===== src/rtl/gpioBankPkg.sv =====
package gpioBankPkg;

  // Selector for one register of a bank; values 0..7 are writable control words
  typedef enum logic [3:0] {
    FEAT_OUT_VAL   = 4'd0,
    FEAT_OUT_EN    = 4'd1,
    FEAT_OD_EN     = 4'd2,
    FEAT_OUT_INV   = 4'd3,
    FEAT_PULL_UP   = 4'd4,
    FEAT_PULL_DN   = 4'd5,
    FEAT_IN_EN     = 4'd6,
    FEAT_IN_INV    = 4'd7,
    FEAT_READ_BACK = 4'd8,
    FEAT_NONE      = 4'd9
  } featSel_e;

  localparam int NUM_CTRL_FEAT = 8;
  localparam int MAX_BANK_W    = 4;

  // Strobes handed from the decoder to the register datapath
  typedef struct packed {
    logic                  wrStb;
    logic                  rdStb;
    logic [MAX_BANK_W-1:0] bankSel;
    featSel_e              feat;
  } regStrobe_t;

  // In-bank byte offset to register selector
  function automatic featSel_e decodeOffset(input int unsigned ofs);
    case (ofs)
      32'h00:  return FEAT_OUT_VAL;
      32'h04:  return FEAT_OUT_EN;
      32'h08:  return FEAT_OD_EN;
      32'h0C:  return FEAT_OUT_INV;
      32'h18:  return FEAT_PULL_UP;
      32'h1C:  return FEAT_PULL_DN;
      32'h20:  return FEAT_IN_EN;
      32'h24:  return FEAT_IN_INV;
      32'h30:  return FEAT_READ_BACK;
      default: return FEAT_NONE;
    endcase
  endfunction

endpackage


===== src/rtl/gpioBankCtrl.sv =====
module gpioBankCtrl
  import gpioBankPkg::*;
#(
  parameter int ADDR_W      = 8,
  parameter int NUM_BANKS   = 2,
  parameter int BANK_STRIDE = 128
) (
  input  logic              wrEn,
  input  logic              rdEn,
  input  logic [ADDR_W-1:0] addr,
  output regStrobe_t        strobe
);
  localparam int OFS_W  = $clog2(BANK_STRIDE);
  localparam int BANK_W = ADDR_W - OFS_W;

  logic [BANK_W-1:0] bankIdx;
  logic [OFS_W-1:0]  ofs;
  logic              bankOk;
  featSel_e          feat;

  always_comb begin
    bankIdx = addr[ADDR_W-1:OFS_W];
    ofs     = addr[OFS_W-1:0];
    bankOk  = 32'(bankIdx) < NUM_BANKS;
    feat    = bankOk ? decodeOffset(32'(ofs)) : FEAT_NONE;

    strobe.bankSel = MAX_BANK_W'(bankIdx);
    strobe.feat    = feat;
    strobe.rdStb   = rdEn;
    // read-back and unassigned offsets never produce a write strobe
    strobe.wrStb   = wrEn && (feat < FEAT_READ_BACK);
  end

endmodule


===== src/rtl/gpioBankData.sv =====
module gpioBankData
  import gpioBankPkg::*;
#(
  parameter int PINS_PER_BANK = 16,
  parameter int NUM_BANKS     = 2
) (
  input  logic                                 clk,
  input  logic                                 rstN,
  input  regStrobe_t                           strobe,
  input  logic [2*PINS_PER_BANK-1:0]           wrData,
  output logic [2*PINS_PER_BANK-1:0]           rdData,
  input  logic [PINS_PER_BANK*NUM_BANKS-1:0]   padIn,
  output logic [PINS_PER_BANK*NUM_BANKS-1:0]   padOut,
  output logic [PINS_PER_BANK*NUM_BANKS-1:0]   padOe,
  output logic [PINS_PER_BANK*NUM_BANKS-1:0]   pullUpEn,
  output logic [PINS_PER_BANK*NUM_BANKS-1:0]   pullDnEn
);
  localparam int PINS     = PINS_PER_BANK;
  localparam int DATA_W   = 2 * PINS;
  localparam int NUM_PINS = PINS * NUM_BANKS;

  logic [PINS-1:0]     featReg  [NUM_BANKS][NUM_CTRL_FEAT];
  logic [PINS-1:0]     readBack [NUM_BANKS];
  logic [NUM_PINS-1:0] syncA, syncB;
  logic [DATA_W-1:0]   rdNext;
  logic [PINS-1:0]     setBits, clrBits;

  assign setBits = wrData[PINS-1:0];
  assign clrBits = wrData[DATA_W-1:PINS];

  // Control words: set then clear, so clear wins
  always_ff @(posedge clk) begin
    for (int b = 0; b < NUM_BANKS; b++) begin
      for (int f = 0; f < NUM_CTRL_FEAT; f++) begin
        if (!rstN) begin
          featReg[b][f] <= '0;
        end else if (strobe.wrStb && 32'(strobe.bankSel) == b && 32'(strobe.feat) == f) begin
          featReg[b][f] <= (featReg[b][f] | setBits) & ~clrBits;
        end
      end
    end
  end

  // Two-stage input synchroniser
  always_ff @(posedge clk) begin
    if (!rstN) begin
      syncA <= '0;
      syncB <= '0;
    end else begin
      syncA <= padIn;
      syncB <= syncA;
    end
  end

  // Pad drive, pulls and read-back conditioning
  always_comb begin
    for (int b = 0; b < NUM_BANKS; b++) begin
      logic [PINS-1:0] level;
      logic [PINS-1:0] openDrain;
      level     = featReg[b][int'(FEAT_OUT_VAL)] ^ featReg[b][int'(FEAT_OUT_INV)];
      openDrain = featReg[b][int'(FEAT_OD_EN)];
      padOut[b*PINS +: PINS]   = level & ~openDrain;
      padOe[b*PINS +: PINS]    = featReg[b][int'(FEAT_OUT_EN)] & ~(openDrain & level);
      pullUpEn[b*PINS +: PINS] = featReg[b][int'(FEAT_PULL_UP)];
      pullDnEn[b*PINS +: PINS] = featReg[b][int'(FEAT_PULL_DN)];
      readBack[b] = (syncB[b*PINS +: PINS] ^ featReg[b][int'(FEAT_IN_INV)])
                    & featReg[b][int'(FEAT_IN_EN)];
    end
  end

  // Read selection
  always_comb begin
    rdNext = '0;
    for (int b = 0; b < NUM_BANKS; b++) begin
      if (32'(strobe.bankSel) == b) begin
        if (strobe.feat == FEAT_READ_BACK) begin
          rdNext = {{PINS{1'b0}}, readBack[b]};
        end else begin
          for (int f = 0; f < NUM_CTRL_FEAT; f++) begin
            if (32'(strobe.feat) == f) rdNext = {~featReg[b][f], featReg[b][f]};
          end
        end
      end
    end
  end

  // Registered read port
  always_ff @(posedge clk) begin
    if (!rstN) rdData <= '0;
    else if (strobe.rdStb) rdData <= rdNext;
  end

endmodule


===== src/rtl/gpioSetClrBank.sv =====
module gpioSetClrBank
  import gpioBankPkg::*;
#(
  parameter int PINS_PER_BANK = 16,
  parameter int NUM_BANKS     = 2,
  parameter int BANK_STRIDE   = 128,
  parameter int ADDR_W        = 8
) (
  input  logic                               clk,
  input  logic                               rstN,
  input  logic                               wrEn,
  input  logic                               rdEn,
  input  logic [ADDR_W-1:0]                  addr,
  input  logic [2*PINS_PER_BANK-1:0]         wrData,
  output logic [2*PINS_PER_BANK-1:0]         rdData,
  input  logic [PINS_PER_BANK*NUM_BANKS-1:0] padIn,
  output logic [PINS_PER_BANK*NUM_BANKS-1:0] padOut,
  output logic [PINS_PER_BANK*NUM_BANKS-1:0] padOe,
  output logic [PINS_PER_BANK*NUM_BANKS-1:0] pullUpEn,
  output logic [PINS_PER_BANK*NUM_BANKS-1:0] pullDnEn
);
  regStrobe_t strobe;

  gpioBankCtrl #(
    .ADDR_W(ADDR_W), .NUM_BANKS(NUM_BANKS), .BANK_STRIDE(BANK_STRIDE)
  ) uCtrl (
    .wrEn(wrEn), .rdEn(rdEn), .addr(addr), .strobe(strobe)
  );

  gpioBankData #(
    .PINS_PER_BANK(PINS_PER_BANK), .NUM_BANKS(NUM_BANKS)
  ) uData (
    .clk(clk), .rstN(rstN), .strobe(strobe), .wrData(wrData), .rdData(rdData),
    .padIn(padIn), .padOut(padOut), .padOe(padOe),
    .pullUpEn(pullUpEn), .pullDnEn(pullDnEn)
  );

endmodule


===== config.mk =====
export PLATFORM = sky130hd
export DESIGN_NAME = gpioSetClrBank
export DESIGN_NICKNAME = d
export VERILOG_FILES = /design/src/rtl/gpioBankPkg.sv /design/src/rtl/gpioBankCtrl.sv /design/src/rtl/gpioBankData.sv /design/src/rtl/gpioSetClrBank.sv
export SDC_FILE = /design/constraint.sdc
export NUM_CORES = 1
export LEC_CHECK = 0
export ABC_AREA = 1
export CAP_MARGIN = 10
export CORE_UTILIZATION = 58
export CTS_BUF_LIST = sky130_fd_sc_hd__clkbuf_16
export CTS_CLUSTER_SIZE = 12
export DETAILED_ROUTE_END_ITERATION = 10
export HOLD_SLACK_MARGIN = 0.05
export PLACE_DENSITY = 0.84
export SLEW_MARGIN = 5
export SYNTH_ARGS = -nofsm -noshare
export SYNTH_HDL_FRONTEND = slang
export SYNTH_SLANG_ARGS = --single-unit

===== constraint.sdc =====
create_clock -name clk -period 6.3 [get_ports clk]
set_clock_uncertainty 0.1 [all_clocks]
set_input_delay 1.26 -clock clk [delete_from_list [all_inputs] [get_ports clk]]
set_output_delay 1.26 -clock clk [all_outputs]
set_load 0.05 [all_outputs]

==> Word level (Yosys, flattened, before mapping) <==
Memories as Yosys holds them, arrays and structs flattened.
Cells that the tools add are included.
{ "totals": {"output_inout_bits": 160, "wordCells": 208, "latchBits": 0, "rom_bits": 0, "register_bits": 96, "ram_bits": 256, "mem_count": 1} }
{ "mem_list": {"columns": ["name", "words", "word_bits", "read_ports", "rd_ports_with_merged_regs", "write_ports", "line_no", "text"], "rows": [
  ["uData.featReg", 2, 128, 2, 0, 2, "gpioBankData.sv:22", "logic [PINS-1:0] featReg [NUM_BANKS][NUM_CTRL_FEAT];"]
]} }
{ "op_classes": {"shift": 0, "bitwise": 79, "add_sub_neg": 0, "n_reduce_logical": 22, "multipliers": 0, "muxes": 86, "div_mod_pow": 0, "n_eq_ne": 16, "n_lt_le_gt_ge": 1} }
{ "ops": {"columns": ["op", "n"], "rows": [
  ["two-way mux 32 bit", 20],
  ["AND 16 bit", 24],
  ["inverter 16 bit", 19],
  ["two-way mux 16 bit", 16],
  ["OR 16 bit", 16],
  ["bitwise XOR 16 bit", 4],
  ["two-way mux 1 bit", 49],
  ["case mux 4 bit (9 select lines)", 1],
  ["== test 7 x 6 -> 1 bit (second input constant)", 3],
  ["logical AND 1 bit", 19],
  ["== test 4 x 3 -> 1 bit (second input constant)", 4],
  ["OR 1 bit", 16],
  ["== test 7 x 4 -> 1 bit (second input constant)", 2],
  ["== test 7 x 5 -> 1 bit (second input constant)", 2],
  ["== test 4 x 2 -> 1 bit (second input constant)", 2],
  ["logical NOT 4 bit", 2],
  ["== test 7 x 3 -> 1 bit (second input constant)", 1],
  ["logical NOT 7 bit", 1],
  ["== test 4 x 1 -> 1 bit (second input constant)", 1],
  ["== test 4 bit (second input constant)", 1],
  ["less-than comparator 4 bit (second input constant)", 1]
]} }

==> Logic depth before layout (Yosys ltp) <==
Gate-level depths: netlist of the first run.
{ "depth": {"word_depth": 23, "depth_mapped": 39, "ltp_nobuf": 39} }

==> Modules after synthesis <==
A second synthesis of the first run with hierarchy kept.
{ "unflattened": {"hier_cells": 2700, "area_unflattened_um2": 20649.8} }
{ "modules_own_cells": {"columns": ["module", "area_each_um2", "instances", "seq_area_each_um2", "cells_each"], "rows": [
  ["gpioBankData", 20405.8, 1, 9609.2, 2660],
  ["gpioBankCtrl", 244.0, 1, 0.0, 40]
]} }

==> Worst setup path after synthesis of the first run <==
No wires, ideal clock.
{ "synth_timing": {"kind": "input to register", "from": "in addr[1]", "to": "mem uData.featReg[0][0] in the netlist's numbering, enable pin", "n_path_buf": 2, "path_slack_ns": 1.597, "required_time_ns": 5.789, "t_arrival_ns": 4.192, "setup_ns": 0.411, "stages": 13, "cell_sequence": "nor2_2 > nand3_1 > inv_1 > nand2_1 > inv_2 > buf_2 > buf_2 > nor2_1 > a31oi_1 > nand2_1 > nor2_1 > inv_1 > o21ai_0"} }
{ "synth_rtl": {"columns": ["item", "line_no", "text"], "rows": [
  ["start, declared", "gpioSetClrBank.sv:13", "input logic [ADDR_W-1:0] addr,"],
  ["end, declared", "gpioBankData.sv:22", null]
]} }

==> Worst setup path in the final report of the first run <==
{ "layout_timing": {"from": "in addr[0]", "to": "reg uData.rdData[8]"} }
{ "layout_via": {"elab_chain_len": 23, "elab_cells_between_ends": 39, "classes_between": "eq/ne (16); mux (21); reduce/logical (2)"} }
{ "layout_lines": {"columns": ["item", "line_no", "text"], "rows": [
  ["== test 7 x 6 -> 1 bit (tied with other cells)", "gpioBankPkg.sv:30", "case (ofs)"],
  ["case mux 4 bit (9 select lines) (*)", "gpioBankPkg.sv:30", null],
  ["logical NOT 4 bit", "gpioBankData.sv:80", "if (32'(strobe.feat) == f) rdNext = {~featReg[b][f], featReg[b][f]};"],
  ["two-way mux 32 bit (8 in a row)", "gpioBankData.sv:80", null],
  ["two-way mux 32 bit", "gpioBankData.sv:76", "if (strobe.feat == FEAT_READ_BACK) begin"],
  ["two-way mux 32 bit", "gpioBankData.sv:75", "if (32'(strobe.bankSel) == b) begin"],
  ["two-way mux 32 bit (8 in a row)", "gpioBankData.sv:80", null],
  ["two-way mux 32 bit", "gpioBankData.sv:76", null],
  ["two-way mux 32 bit (*)", "gpioBankData.sv:75", null],
  ["end signal, assigned", "gpioBankData.sv:90", "else if (strobe.rdStb) rdData <= rdNext;"],
  ["end, declared", "gpioBankData.sv:11", "output logic [2*PINS_PER_BANK-1:0] rdData,"]
]} }
Mark *: on every way between the ends. The rest lies on a longest branch, timed or not.
A chain may end at the register's enable or synchronous reset.

==> results of run 1 <==
## worst max-delay path by stage
stage	startpoint	endpoint
final	addr[0]	uData.rdData[8]
after global routing	addr[6]	uData.rdData[10]
after CTS	addr[2]	uData.rdData[22]
after detailed placement	addr[2]	uData.rdData[22]
after global placement	addr[2]	uData.rdData[22]
after floorplan	addr[1]	uData.featReg[0][0]
## state kept, by name (all words and copies together) (netlist names)
register / count
uData.featReg: 256
uData.rdData: 32
uData.syncA: 32
uData.syncB: 32
## kinds of logic (layout without fill, tap and decap cells)
group / count (synthesis) / in the layout / synth area share (%)
AND/OR/NAND/NOR: 1281 / 1281 / 25.4
AO/OA/AOI/OAI: 488 / 488 / 14.6
XOR/XNOR: 39 / 39 / 1.68
buffers and inverters: 499 / 663 / 10.9
other: 0 / 2 / 0
flip-flops: 352 / 352 / 47.3
## critical path, stage by stage
cell	delay [ns]
sky130_fd_sc_hd__clkdlybuf4s50_1	0.51
sky130_fd_sc_hd__inv_2	0.04
sky130_fd_sc_hd__nand2_1	0.16
sky130_fd_sc_hd__nor2_1	0.10
sky130_fd_sc_hd__nand2_1	0.15
sky130_fd_sc_hd__nor2_4	0.07
sky130_fd_sc_hd__inv_2	0.26
sky130_fd_sc_hd__nor2_1	0.11
sky130_fd_sc_hd__a211oi_1	0.23
sky130_fd_sc_hd__nand3_1	0.12
sky130_fd_sc_hd__a21oi_1	0.46
sky130_fd_sc_hd__o2111ai_1	0.31
sky130_fd_sc_hd__nand3_1	0.41
sky130_fd_sc_hd__nand2_1	0.09
sky130_fd_sc_hd__a21boi_0	0.16
sky130_fd_sc_hd__o21ai_0	0.10
sky130_fd_sc_hd__a21boi_0	0.16
sky130_fd_sc_hd__o21ai_0	0.10
sky130_fd_sc_hd__buf_4	0.17
sky130_fd_sc_hd__a21boi_0	0.22
sky130_fd_sc_hd__o21ai_0	0.11
sky130_fd_sc_hd__nand2_1	0.08
sky130_fd_sc_hd__nand2_1	0.06
sky130_fd_sc_hd__nand2_1	0.06
sky130_fd_sc_hd__a21oi_1	0.06
## cell usage after synthesis (16+ instances only)
library cell,n,area (um2)
sky130_fd_sc_hd__nor2_1,230,863
sky130_fd_sc_hd__inv_1,252,946
sky130_fd_sc_hd__a211oi_1,116,871
sky130_fd_sc_hd__buf_1,32,120
sky130_fd_sc_hd__clkbuf_1,78,293
sky130_fd_sc_hd__a21boi_0,36,270
sky130_fd_sc_hd__dfxtp_1,96,1920
sky130_fd_sc_hd__buf_2,40,200
sky130_fd_sc_hd__nand2_1,809,3040
sky130_fd_sc_hd__xnor2_1,33,289
sky130_fd_sc_hd__nor3_1,146,731
sky130_fd_sc_hd__a21oi_1,111,556
sky130_fd_sc_hd__buf_4,80,601
sky130_fd_sc_hd__o2111ai_1,16,140
sky130_fd_sc_hd__o21ai_1,25,125
sky130_fd_sc_hd__o21ai_0,155,776
sky130_fd_sc_hd__nand3_1,71,355
sky130_fd_sc_hd__edfxtp_1,256,7690
## metal layers
| metal | wire (um) | global-route usage, % |
|---|---|---|
| met5 | 0 | 0.549 |
| met4 | 7690 | 35.9 |
| met3 | 14800 | 17.5 |
| met2 | 37700 | 72.4 |
| met1 | 30500 | 63.6 |
## cells in the final DEF (no fill, tap or decap), types with 2 or more instances in the layout
cell | Yosys | final
sky130_fd_sc_hd__clkbuf_16 | 0 | 42
sky130_fd_sc_hd__nand4_1 | 6 | 6
sky130_fd_sc_hd__clkdlybuf4s50_1 | 0 | 233
sky130_fd_sc_hd__o22ai_1 | 4 | 4
sky130_fd_sc_hd__nand3_1 | 71 | 70
sky130_fd_sc_hd__o21ai_0 | 155 | 139
sky130_fd_sc_hd__clkinv_1 | 7 | 14
sky130_fd_sc_hd__nor2_1 | 230 | 229
sky130_fd_sc_hd__nor2_2 | 5 | 6
sky130_fd_sc_hd__diode_2 | 0 | 2
sky130_fd_sc_hd__o2111ai_1 | 16 | 16
sky130_fd_sc_hd__or2_2 | 8 | 8
sky130_fd_sc_hd__a211oi_1 | 116 | 116
sky130_fd_sc_hd__nand2_2 | 1 | 2
sky130_fd_sc_hd__a31oi_1 | 7 | 7
sky130_fd_sc_hd__xor2_1 | 6 | 6
sky130_fd_sc_hd__a21boi_0 | 36 | 36
sky130_fd_sc_hd__o21ai_1 | 25 | 41
sky130_fd_sc_hd__inv_1 | 252 | 264
sky130_fd_sc_hd__buf_12 | 0 | 2
sky130_fd_sc_hd__xnor2_1 | 33 | 33
sky130_fd_sc_hd__a21oi_1 | 111 | 111
sky130_fd_sc_hd__inv_2 | 10 | 12
sky130_fd_sc_hd__dfxtp_1 | 96 | 96
sky130_fd_sc_hd__nand2_1 | 809 | 808
sky130_fd_sc_hd__nor2_4 | 2 | 2
sky130_fd_sc_hd__buf_4 | 80 | 89
sky130_fd_sc_hd__nor3_1 | 146 | 146
sky130_fd_sc_hd__clkinv_2 | 0 | 2
sky130_fd_sc_hd__o2111a_1 | 6 | 6
sky130_fd_sc_hd__a21boi_1 | 10 | 10
sky130_fd_sc_hd__edfxtp_1 | 256 | 256
## metrics by stage
step	power (W)	setup slack [ns]	cells	area, um2	util, %
CTS	0.00561	1.28	3278	23900	69.5
finish	0.00567	1.05	3280	23900	69.5
floorplan	0.00312	1.60	2659	20300	-
detailed placement	0.00346	0.673	3209	22700	66.0
global route	0.00577	0.787	3278	23900	69.4
global placement	0.00345	0.789	3209	22700	66.0
## layout make-up
cell class                 instances  area [um2]
clock inverter                    27         151
sequential                       352        9610
clock buffer                      42        1050
fill                            2841       10500
timing repair buffer             325        3050
antenna                            2        5.00
inverter                         269        1010
tap                              455         569
multi-input combinational       1808        8490
## where the power goes
part           leakage (nW)  switching (W)  internal [W]
clock network         0.638       0.000977       0.00124
registers              3.43      0.0000807       0.00257
logic                  6.59       0.000584      0.000224
total                  10.7        0.00164       0.00403
==> results.md, run 1 <==
- Number of core rows: 68
- Startpoint kind of the worst setup timing path: primary input
- Die outline area: between 30000 and 40000 um2
- Post-synth EDFFs: 256
- Number of violations of the max-capacitance limit: 0
- Failing checks: design-rule violations
- Worst Hold Path EP: uData.syncB[4]
- Reg-to-reg endpoint: uData.rdData[8]
- Status: finished with violations
- Count of cells along the worst register-to-register path: 19
- Buffers inserted during post-CTS setup optimization: 0
- Total via count in the routed design: 21300
- Total nets after synthesis: 2735
- Critical path data required time: 6.64 ns
- Achievable clock frequency: approximately 190 MHz
- Number of distinct library cells after synthesis: 35
- Starting utilization of the core area: 58.9%
- Largest net degree at the start of global routing: 95
- Worst R2R Setup Slack: 2.60 ns
- Worst EP arrival: 5.58 ns
- Unrepaired setup endpoints after global routing: false
- Layout Area Growth over Synthesis: 17.8%
- Number of register bits inferred by synthesis: 352
- Ys Warns: 0
- DR pass1 iterations: 10
- Vias in the first global route: around 20000
- Type of the setup path with the least slack: primary input to flop
- Routability-driven placement congestion ratio: about 1.0
- Maximum net fanout on the critical path: 14
- GRT Resource Usage Total: 50.5%
- Global-route wire length before repair: approximately 130000 um
- DIE HEIGHT: 189 um
- I/O pin count: 236
- Routed length per instance: around 28 um
- # resized after CTS: 0
- Post-detailed-route via-to-cell ratio: 6.50
- Count of final max-slew check failures: 0
- Mean instance size in the synthesized netlist: 7.64 um2
- Starting DRC count in detailed routing: 3470
- Number of setup violations in the final report: 0
- Number of buffers on the longest clock path: 3
- Clock latency reported for the late side of the worst-skew pair: roughly 0.56 ns
- Final Hold Violating Endpoints: 0
- Share of the yosys chip area belonging to registers: approximately 47%
- Number of CTS-inserted buffers: 39
- TritonCTS clock tree: built
- Total power density per cell area: 237 nW/um2
- VDD IR-drop max: between 0.0002 and 0.00025 V
- Proportion of synthesized flip-flops having asynchronous set or reset: 0%
- Final critical delay including setup and external delays: 5.25 ns
- Number of hold buffers added after CTS: 0
- Cells on Worst Hold Path: 2
- Chip Width: ~190 um
- Final-layout setup total negative slack: 0 ns
- Kind of end point of the critical path: flop
- Total wire length: between 90000 and 100000 um
- Core Box Area: roughly 34000 um2
- Launch point of the worst hold path: uData.syncA[4]
- Minimum hold slack: 0.311 ns
- Top FF cell, synth: sky130_fd_sc_hd__edfxtp_1
- Worst relative slew slack: under 10%
- Clock sink total: between 300 and 400
- Worst slew pin tran: roughly 1.4 ns
- Fraction of the cycle the final worst path needs: a little over four fifths
- Leakage dissipation: approximately 11 nW
- Number of nets still failing antenna checks after routing: 0
- CTS HTree Levels: 2
- Post-detailed-route DRC marker count: 2
- Post-detail-place hpwl: 63300 um
- Initial antenna violation count: 1
- Total congestion overflow: 0
- Gate count of the mapped netlist: around 2700
- Share of post-route cells with drive strength above 1: 6.20%
- Path type of the worst min-delay path: flop to flop
- Clock root buffer master: sky130_fd_sc_hd__clkbuf_16
- Number of nets in the finished design: 2871
- Synthesized cell area: about 20000 um2
- Clock slew at the register clock pins of the worst setup and hold paths: ~0.060 ns
- FF-to-FF Start: uData.featReg[0][88]
- Input/output buffers: around 240
(Power assumes the default switching activity.)
==> inputs of run 2 (changes only) <==
--- a/config.mk
+++ b/config.mk
@@ -7,12 +7,12 @@
 export LEC_CHECK = 0
 export ABC_AREA = 1
 export CAP_MARGIN = 10
-export CORE_UTILIZATION = 58
+export CORE_UTILIZATION = 52
 export CTS_BUF_LIST = sky130_fd_sc_hd__clkbuf_16
 export CTS_CLUSTER_SIZE = 12
 export DETAILED_ROUTE_END_ITERATION = 10
 export HOLD_SLACK_MARGIN = 0.05
-export PLACE_DENSITY = 0.84
+export PLACE_DENSITY = 0.8
 export SLEW_MARGIN = 5
 export SYNTH_ARGS = -nofsm -noshare
 export SYNTH_HDL_FRONTEND = slang
==> constraint.sdc (replaced) <==
create_clock -name clk -period 4.4 [get_ports clk]
set_clock_uncertainty 0.1 [all_clocks]
set_input_delay 0.88 -clock clk [delete_from_list [all_inputs] [get_ports clk]]
set_output_delay 0.88 -clock clk [all_outputs]
set_load 0.05 [all_outputs]
==> results.md, run 2 (synthesis gave the netlist of run 1 again) <==
- Reg-to-reg endpoint: uData.rdData[5]
- Number of flip-flops under the largest register name: 256 (unchanged)
- Final Hold Violating Endpoints: 0 (unchanged)
- GR Layer Usage met2: 69.2% (-3.1 points)
- Fraction of the cycle the final worst path needs: 96.5%
- DIE HEIGHT: 200 um (+5.6%)
- Part of the power in combinational logic: 14.4% (+0.2 points)
- Post-detailed-route DRC marker count: 0 (-2)
- Path type of the worst min-delay path: flop to flop
- Chip Width: 200 um (+5.6%)
- Number of nets in the finished design: 2986 (+4.0%)
- Input/output buffers: 235 (unchanged)
- Switching Fraction: 29.3% (+0.36 points)
- Global routing usage on met3: 14.4% (-3.2 points)
- Layout Area Growth over Synthesis: 24.5%
- Leakage dissipation: 11.4 nW (+6.9%)
- Clock sink total: 352 (unchanged)
- Number of violations of the max-capacitance limit: 0 (unchanged)
- Count of fill cells added during filler insertion: 3383 (+19%)
- Worst relative slew slack: 10.2% (+3.5 points)
- Minimum hold slack: 0.309 ns (-0.00200 ns)
- Total via count in the routed design: 21400 (+0.21%)
- Crit path capture: uData.rdData[15]
- Total power density per cell area: 328 nW/um2 (+39%)
- Initial antenna violation count: 5 (+4)
- Clock power share: 39.9% (+0.8 points)
- Most frequent standard cell in the layout excluding fill and tap cells: sky130_fd_sc_hd__nand2_1
- I/O pin count: 236 (unchanged)
- Vias in the first global route: 19900 (+0.97%)
- Final critical delay including setup and external delays: about 4.2 ns
- Post-detail-place hpwl: 68000 um (+7.4%)
- Achievable clock frequency: between 200 and 250 MHz
- GRT Resource Usage Total: 46.8% (-3.7 points)
- Routed length per instance: 27.1 um (-2.2%)
- Launch point of the worst path: addr[5]
- Type of the setup path with the least slack: primary input to flop
- Core Box Area: 38600 um2 (+12%)
- Starting utilization of the core area: 52.7% (-6.3 points)
- Worst EP arrival: 4.62 ns (-0.96 ns)
- Clock latency reported for the late side of the worst-skew pair: 0.61 ns (+0.05 ns)
- Global-route wire length before repair: 132000 um (+0.90%)
- Switching Power: 0.00243 W (+48%)
- Number of CTS-inserted buffers: 41 (+5.1%)
- Count of cells along the worst register-to-register path: 20 (+1)
- Total congestion overflow: 0 (unchanged)
- Share of post-route cells with drive strength above 1: 10.5% (+4.3 points)
- TritonCTS clock tree: built
- Kind of end point of the critical path: flop
- Share of total power in sequential cells: 45.7% (-1.0 points)
- Combined area of the multi-input logic cells: 8570 um2 (+0.93%)
- Number of buffers on the longest clock path: 3 (unchanged)
- DR pass1 iterations: 6 (-4)
- Post-detailed-route via-to-cell ratio: 6.18 (-5.0%)
- VDD IR-drop max: 0.000323 V (+33%)
- Count of final max-slew check failures: 0 (unchanged)
- Most Crowded Layer GR: met2
- Clock root buffer master: sky130_fd_sc_hd__clkbuf_16
- Largest net degree at the start of global routing: 89 (-6.3%)
- Critical path data required time: 4.77 ns (-1.87 ns)
- Worst slew pin tran: 1.34 ns (-0.0523 ns)
- Die outline area: 39800 um2 (+11%)
- Register ranked first by flip-flop count: uData.featReg
- Non-Filler Cell Area, Final: 25300 um2 (+5.7%)
- Number of nets still failing antenna checks after routing: 0 (unchanged)
- GR met1 Demand/Resource: 57.5% (-6.1 points)
- Worst R2R Setup Slack: 1.27 ns (-1.33 ns)
- Clock slew at the register clock pins of the worst setup and hold paths: 0.06 ns (about the same)
- Internal Dissipation: 0.00587 W (+46%)
- Number of setup violations in the final report: 0 (unchanged)
- CTS HTree Levels: 2 (unchanged)
- Area of placed instances: 23800 um2 (+4.7%)
- Total area of sequential cells: 9610 um2 (unchanged)
- Total wire length: 93600 um (+3.2%)
- Starting DRC count in detailed routing: 2898 (-16%)
- Leading cell types in the layout, fill and taps excluded: 801 x sky130_fd_sc_hd__nand2_1, 263 x sky130_fd_sc_hd__inv_1, 256 x sky130_fd_sc_hd__edfxtp_1
- Startpoint kind of the worst setup timing path: primary input
- Routability-driven placement congestion ratio: 1.06 (+0.82%)
- Number of core rows: 72 (+5.9%)
- Final-layout setup total negative slack: 0 ns (unchanged)
- Maximum net fanout on the critical path: 12 (-2)
- Status: finished clean
- Total power consumption of the routed design: 0.00831 W (+46%)
- FF-to-FF Start: uData.featReg[0][117]
run 2: cell types whose count changed in the layout (fill, tap and decap cells not counted), sizes merged:
| cell | previous run | this run |
|---|---|---|
| buf | 92 | 202 |
| clkdlybuf4s50 | 233 | 229 |
| clkinvlp | 1 | 0 |
| clkbuf | 42 | 45 |
| dlymetal6s2s | 0 | 5 |
| diode | 2 | 1 |
| clkinv | 17 | 21 |
run 2: routing by layer:
metal | routed length (um) | vias up
li1 | - | 9225
met1 | 33000 | 9998
met2 | 39700 | 1717
met3 | 12800 | 410
met4 | 8010 | 12
met5 | 69 | -
run 2: cell type report:
cell class / instances / area share (%)
Clock inverter: 30 / 0.757
Timing Repair Buffer: 438 / 16.5
Clock buffer: 43 / 4.26
Antenna cell: 1 / 0.00990
Inverter: 269 / 3.99
Tap cell: 518 / 2.56
Sequential cell: 352 / 38.0
Multi-Input combinational cell: 1808 / 33.9
run 2: worst max-delay path, stage by stage:
cell and delay, ns:
sky130_fd_sc_hd__clkdlybuf4s50_1 0.52, sky130_fd_sc_hd__inv_2 0.08, sky130_fd_sc_hd__nand2_4 0.10, sky130_fd_sc_hd__buf_4 0.14
sky130_fd_sc_hd__nor2_2 0.05, sky130_fd_sc_hd__inv_2 0.11, sky130_fd_sc_hd__buf_4 0.17, sky130_fd_sc_hd__buf_4 0.22
sky130_fd_sc_hd__o22ai_1 0.10, sky130_fd_sc_hd__a21oi_1 0.21, sky130_fd_sc_hd__o2111a_1 0.23, sky130_fd_sc_hd__o2111ai_1 0.19
sky130_fd_sc_hd__nand3_1 0.14, sky130_fd_sc_hd__buf_4 0.18, sky130_fd_sc_hd__nand2_1 0.06, sky130_fd_sc_hd__a21boi_0 0.15
sky130_fd_sc_hd__o21ai_0 0.10, sky130_fd_sc_hd__nand2_1 0.08, sky130_fd_sc_hd__nand2_1 0.05, sky130_fd_sc_hd__nand2_1 0.05
sky130_fd_sc_hd__nand2_1 0.13, sky130_fd_sc_hd__nand2_1 0.09, sky130_fd_sc_hd__nand2_1 0.07, sky130_fd_sc_hd__nand2_1 0.08
sky130_fd_sc_hd__a21oi_1 0.07, sky130_fd_sc_hd__o21ai_0 0.25, sky130_fd_sc_hd__a21oi_1 0.10
run 2: metrics by stage:
stage	utilization, %	setup slack, ns	instances
finish	65.6	0.152	3459
global route	65.6	-0.00269	3458
CTS	65.0	0.0346	3454
detailed placement	61.7	-0.544	3381
global placement	61.7	-0.481	3381
floorplan	-	0.0768	2659
run 2: worst min-delay path by stage:
| stage | from | end | slack, ns | cells after the start |
|---|---|---|---|---|
| 2_1_floorplan | uData.syncA[0] | uData.syncB[0] | 0.29 | 2 |
| 3_3_place_gp | uData.syncA[30] | uData.syncB[30] | 0.29 | 2 |
| 3_5_place_dp | uData.syncA[28] | uData.syncB[28] | 0.30 | 2 |
| 4_1_cts | uData.syncA[6] | uData.syncB[6] | 0.31 | 2 |
| 5_1_grt | uData.syncA[19] | uData.syncB[19] | 0.33 | 2 |
| 6_report | uData.syncA[6] | uData.syncB[6] | 0.31 | 2 |
run 2: what timing repair did:
item,CTS,global route
endpoints found under the setup margin,0,18
hold buffers,0,0
resized for setup,0,42
setup buffers,0,1
run 2: power by group through the flow:
stage               registers (W)  logic [W]  clock network, W
CTS                       0.00379    0.00115           0.00330
global route              0.00380    0.00124           0.00343
floorplan                 0.00387   0.000603                 0
global placement          0.00386    0.00114                 0
detailed placement        0.00386    0.00115                 0
finish                    0.00380    0.00120           0.00331
